$ cat src/rtl/shadow_pkg.sv
package shadow_pkg;
  parameter int unsigned DEF_NUM_FIELDS = 4;
  parameter int unsigned DEF_FIELD_W    = 16;
  parameter int unsigned MIN_SYNC       = 2;

  function automatic int unsigned sync_depth(input int unsigned req);
    return (req < MIN_SYNC) ? MIN_SYNC : req;
  endfunction
endpackage

$ cat src/rtl/sen_commit_sync.sv
module sen_commit_sync #(
  parameter int unsigned STAGES = 2
) (
  input  logic clk,
  input  logic rst_n,
  input  logic sen_async,
  output logic commit
);
  localparam int unsigned DEPTH = shadow_pkg::sync_depth(STAGES);

  logic [DEPTH-1:0] chain;
  logic             prev;

  // Synchroniser resets to idle-high, so releasing reset never looks like a rising edge.
  generate
    for (genvar s = 0; s < DEPTH; s++) begin : g_stage
      if (s == 0) begin : g_first
        always_ff @(posedge clk or negedge rst_n) begin
          if (!rst_n) chain[0] <= 1'b1;
          else        chain[0] <= sen_async;
        end
      end else begin : g_next
        always_ff @(posedge clk or negedge rst_n) begin
          if (!rst_n) chain[s] <= 1'b1;
          else        chain[s] <= chain[s-1];
        end
      end
    end
  endgenerate

  always_ff @(posedge clk or negedge rst_n) begin
    if (!rst_n) prev <= 1'b1;
    else        prev <= chain[DEPTH-1];
  end

  assign commit = chain[DEPTH-1] & ~prev;
endmodule

$ cat src/rtl/shadow_bank.sv
module shadow_bank #(
  parameter int unsigned                        NUM_FIELDS = 4,
  parameter int unsigned                        FIELD_W    = 16,
  parameter logic [NUM_FIELDS*FIELD_W-1:0]      RESET_VAL  = '0
) (
  input  logic                          clk,
  input  logic                          rst_n,
  input  logic                          load,
  input  logic [NUM_FIELDS*FIELD_W-1:0] src,
  output logic [NUM_FIELDS*FIELD_W-1:0] dst
);
  generate
    for (genvar f = 0; f < NUM_FIELDS; f++) begin : g_field
      logic [FIELD_W-1:0] hold_q;
      always_ff @(posedge clk or negedge rst_n) begin
        if (!rst_n)    hold_q <= RESET_VAL[f*FIELD_W +: FIELD_W];
        else if (load) hold_q <= src[f*FIELD_W +: FIELD_W];
      end
      assign dst[f*FIELD_W +: FIELD_W] = hold_q;
    end
  endgenerate
endmodule

$ cat src/rtl/shadow_commit_unit.sv
module shadow_commit_unit #(
  parameter int unsigned                   NUM_FIELDS  = shadow_pkg::DEF_NUM_FIELDS,
  parameter int unsigned                   FIELD_W     = shadow_pkg::DEF_FIELD_W,
  parameter int unsigned                   SYNC_STAGES = 2,
  parameter logic [NUM_FIELDS*FIELD_W-1:0] RESET_VAL   = '0
) (
  input  logic                          ref_clk,
  input  logic                          ref_rst_n,
  input  logic                          sen_n,
  input  logic [NUM_FIELDS*FIELD_W-1:0] cfg_in,
  output logic [NUM_FIELDS*FIELD_W-1:0] applied_out
);
  logic commit_pulse;

  sen_commit_sync #(.STAGES(SYNC_STAGES)) u_sync (
    .clk      (ref_clk),
    .rst_n    (ref_rst_n),
    .sen_async(sen_n),
    .commit   (commit_pulse)
  );

  shadow_bank #(
    .NUM_FIELDS(NUM_FIELDS),
    .FIELD_W   (FIELD_W),
    .RESET_VAL (RESET_VAL)
  ) u_bank (
    .clk  (ref_clk),
    .rst_n(ref_rst_n),
    .load (commit_pulse),
    .src  (cfg_in),
    .dst  (applied_out)
  );
endmodule

$ cat config.mk
export PLATFORM = sky130hd
export DESIGN_NAME = shadow_commit_unit
export DESIGN_NICKNAME = d
export VERILOG_FILES = /design/src/rtl/shadow_pkg.sv /design/src/rtl/sen_commit_sync.sv /design/src/rtl/shadow_bank.sv /design/src/rtl/shadow_commit_unit.sv
export SDC_FILE = /design/constraint.sdc
export NUM_CORES = 1
export LEC_CHECK = 0
export BUFFER_PORTS_ARGS = -buffer_cell sky130_fd_sc_hd__buf_2
export CAP_MARGIN = 40
export CELL_PAD_IN_SITES_DETAIL_PLACEMENT = 1
export CELL_PAD_IN_SITES_GLOBAL_PLACEMENT = 2
export CORE_ASPECT_RATIO = 1.5
export CORE_UTILIZATION = 28
export DETAILED_ROUTE_END_ITERATION = 12
export MAX_ROUTING_LAYER = met4
export PLACE_DENSITY = 0.85
export SLEW_MARGIN = 20
export SYNTH_ARGS = -nofsm -noshare
export SYNTH_HDL_FRONTEND = slang
export SYNTH_HIERARCHICAL = 1
export SYNTH_SLANG_ARGS = --single-unit
$ cat constraint.sdc
create_clock -name ref_clk -period 1.4 [get_ports ref_clk]
set_clock_uncertainty 0.05 [all_clocks]
set_input_delay 0.42 -clock ref_clk [delete_from_list [all_inputs] [get_ports ref_clk]]
set_output_delay 0.42 -clock ref_clk [all_outputs]
set_load 0.01 [all_outputs]
==> run metrics <==
count of max-cap constraint violations=0; number of slew-limit violations in the final report=0; unique cell type count in the Yosys netlist=7; Arrival @ worst endpoint=1.67 ns; result of the run=complete, but fails checks; top layer in use=met4; filler cell count=1029; horizontal extent of the die=83.23 um; Post-Syn Area per Cell=19.94 um^2; start point of the worst min-delay path=sen_n; final setup violation count=63; maximum fanout encountered on the critical timing path=8; initial antenna violation count=0; DP Wirelength=4413 um; met3 wirelength from detailed routing=279 um; vias in the first global route=1894; Total Die Area=0.01031 mm^2; Fmax achieved=0.6594 GHz; total global-route track usage=0.1366; failing checks=setup timing; startpoint types=register; Static Leakage=0.002081 uW; number of vias per cell=4.275; crit share post-route=1.083; die height=123.8 um; maximum number of pins on one net before global-route repair=39; Mapped Area=0.002771 mm^2; CORE AREA=0.009634 mm^2; worst setup path class=register to register; starting density of the core=0.2877; total number of yosys warnings=6; CTS tree=built; met2 layer wire length in the routed design=3705 um; maximum vdd drop=0.6393 mV; via count=1757; number of cells produced by synthesis=139; global route overflow=0; combined area of the multi-input logic cells=967.2 um^2; Clock transition at path regs=0.06 ns; worst relative slew slack=0.7881; ratio of cells with drive above 1 in the final layout=0.7804; hold slack final=0.1461 ns; crit path setup slack, layout=-0.1165 ns; number of nets still failing antenna checks after routing=0; launching element of the worst setup path=u_sync/chain[1]$_DFF_PN1_; first-pass GRT wire length=10280 um; setup repair after global routing missed its margin=yes; number of optimization iterations in the first detailed-route pass=4; clock buffers created by TritonCTS=9; CTS Buffer Depth=2; setup tns final=-5.405 ns; Final GP Congestion=0.6391; clock insertion delay at the later pin of the skew report=0.32 ns; routed len/inst=16.08 um; Reg2Reg Setup Slack=-0.12 ns; worst endpoint required time=1.55 ns; count of inserted antenna diode cells=0; DR DRC count=0; footprint of the flip-flops and latches=0.001680 mm^2; sequential share of the synthesized area=0.6063; Std-Cell Rows=44; crit path capture type=register; nets in the synthesized netlist=206; worst min-delay path category=input pin to register; final critical delay including setup and external delays=1.516 ns; Clk Tree Root Cell=sky130_fd_sc_hd__clkbuf_16; aggregate routed wire length=6610 um; worst reg2reg path startpoint=u_sync/chain[1]$_DFF_PN1_; transition at the pin with the smallest max-transition slack=0.3179 ns; final count of hold timing violations=0; Clock Sink Count=67; number of flip-flops and latches in the synthesized netlist=67; Net count, final=358; Top Ports=131; power per unit of standard cell area=1491 mW/mm^2; sum of routed wire segments on met1=2525 um; synthesis-to-finish area growth=46.91%; DRC violation total after the first TritonRoute iteration=37; share of the core filled with cells=0.4226; post-detailed-placement cell area=0.003532 mm^2; htree depth=3; final cell area excluding filler cells=0.004071 mm^2; number of buffers added on ports=130
Yosys cell counts:
| master | n | area share |
|---|---|---|
| sky130_fd_sc_hd__dfrtp_1 | 64 | 0.58 |
| sky130_fd_sc_hd__mux2_4 | 60 | 0.33 |
| sky130_fd_sc_hd__mux2_2 | 4 | 0.016 |
| sky130_fd_sc_hd__buf_6 | 1 | 0.0041 |
| sky130_fd_sc_hd__dfstp_2 | 3 | 0.028 |
| sky130_fd_sc_hd__nor2b_4 | 1 | 0.0050 |
| sky130_fd_sc_hd__buf_12 | 6 | 0.043 |
placed cells by master (no fill, tap or decap):
master,n
sky130_fd_sc_hd__clkinv_4,1
sky130_fd_sc_hd__bufinv_16,3
sky130_fd_sc_hd__buf_2,130
sky130_fd_sc_hd__dlygate4sd3_1,1
sky130_fd_sc_hd__buf_16,2
sky130_fd_sc_hd__clkinvlp_4,1
sky130_fd_sc_hd__dfrtp_1,64
sky130_fd_sc_hd__nor2b_4,1
sky130_fd_sc_hd__mux2_4,62
sky130_fd_sc_hd__buf_4,6
sky130_fd_sc_hd__buf_12,4
sky130_fd_sc_hd__mux2_2,2
sky130_fd_sc_hd__dfstp_2,3
sky130_fd_sc_hd__clkbuf_16,12
sky130_fd_sc_hd__buf_6,2
sky130_fd_sc_hd__clkinv_2,2
worst paths after layout:
path | cells after the start | endpoint
min | 1 | u_sync/chain[0]$_DFF_PN1_
max in group asynchronous | 3 | u_sync/prev$_DFF_PN1_
min in group asynchronous | 2 | u_bank/g_field[1].hold_q[15]$_DFFE_PN0P_
max reg2reg | 4 | u_bank/g_field[3].hold_q[13]$_DFFE_PN0P_
max | 4 | u_bank/g_field[3].hold_q[13]$_DFFE_PN0P_
min reg2reg | 0 | u_sync/chain[1]$_DFF_PN1_
repair_timing:
action | in CTS | in global routing
endpoints found under the hold margin | 11 | 0
gates cloned | 2 | 3
hold buffers | 1 | 0
setup endpoints to repair | 63 | 64
resized for setup | 8 | 1
setup buffers | 3 | 1
pin swaps | 0 | 0
flip-flops by register name, summed over array words and instances, names as in the netlist:
register	count
u_sync/chain	2
u_bank/g_field.hold_q	64
u_sync/prev	1
metal layers:
metal  vias up  global-route usage
li1        792                   -
met1       888              0.1580
met2        70              0.2275
met3         7             0.02386
met4         0             0.07435
met5         -                   -
kinds of logic (layout without fill, tap and decap cells):
kind of cell,Yosys count,count (layout),share of synthesized area
flip-flops,67,67,0.6063
multiplexers,64,64,0.3413
AND/OR/NAND/NOR,1,1,0.004965
buffers and inverters,7,164,0.04741
worst max-delay path, cell delays in order (launching register included):
cell                      delay [ns]
sky130_fd_sc_hd__dfstp_2        0.53
sky130_fd_sc_hd__nor2b_4        0.18
sky130_fd_sc_hd__buf_4          0.17
sky130_fd_sc_hd__buf_12         0.14
sky130_fd_sc_hd__mux2_2         0.33
power by group:
group          switching [uW]  total (uW)  internal, uW
clock network             805        2540          1730
registers                 158        2380          2220
logic                     459        1160           696
stage by stage:
stage / total power, uW / setup slack (ns) / cells
2_1_floorplan: 3023 / -0.01094 / 139
3_3_place_gp: 3471 / -0.1166 / 385
3_5_place_dp: 3502 / -0.1385 / 385
4_1_cts: 6153 / -0.1335 / 407
5_1_grt: 6357 / -0.1457 / 411
6_report: 6071 / -0.1165 / 411
area by class of cell:
type | count | share of cell area
Clock buffer | 9 | 0.05532
Multi-Input combinational cell | 65 | 0.2376
Timing Repair Buffer | 148 | 0.2305
Clock inverter | 7 | 0.02858
Tap cell | 115 | 0.03534
Sequential cell | 67 | 0.4127
(Power assumes the default switching activity.)
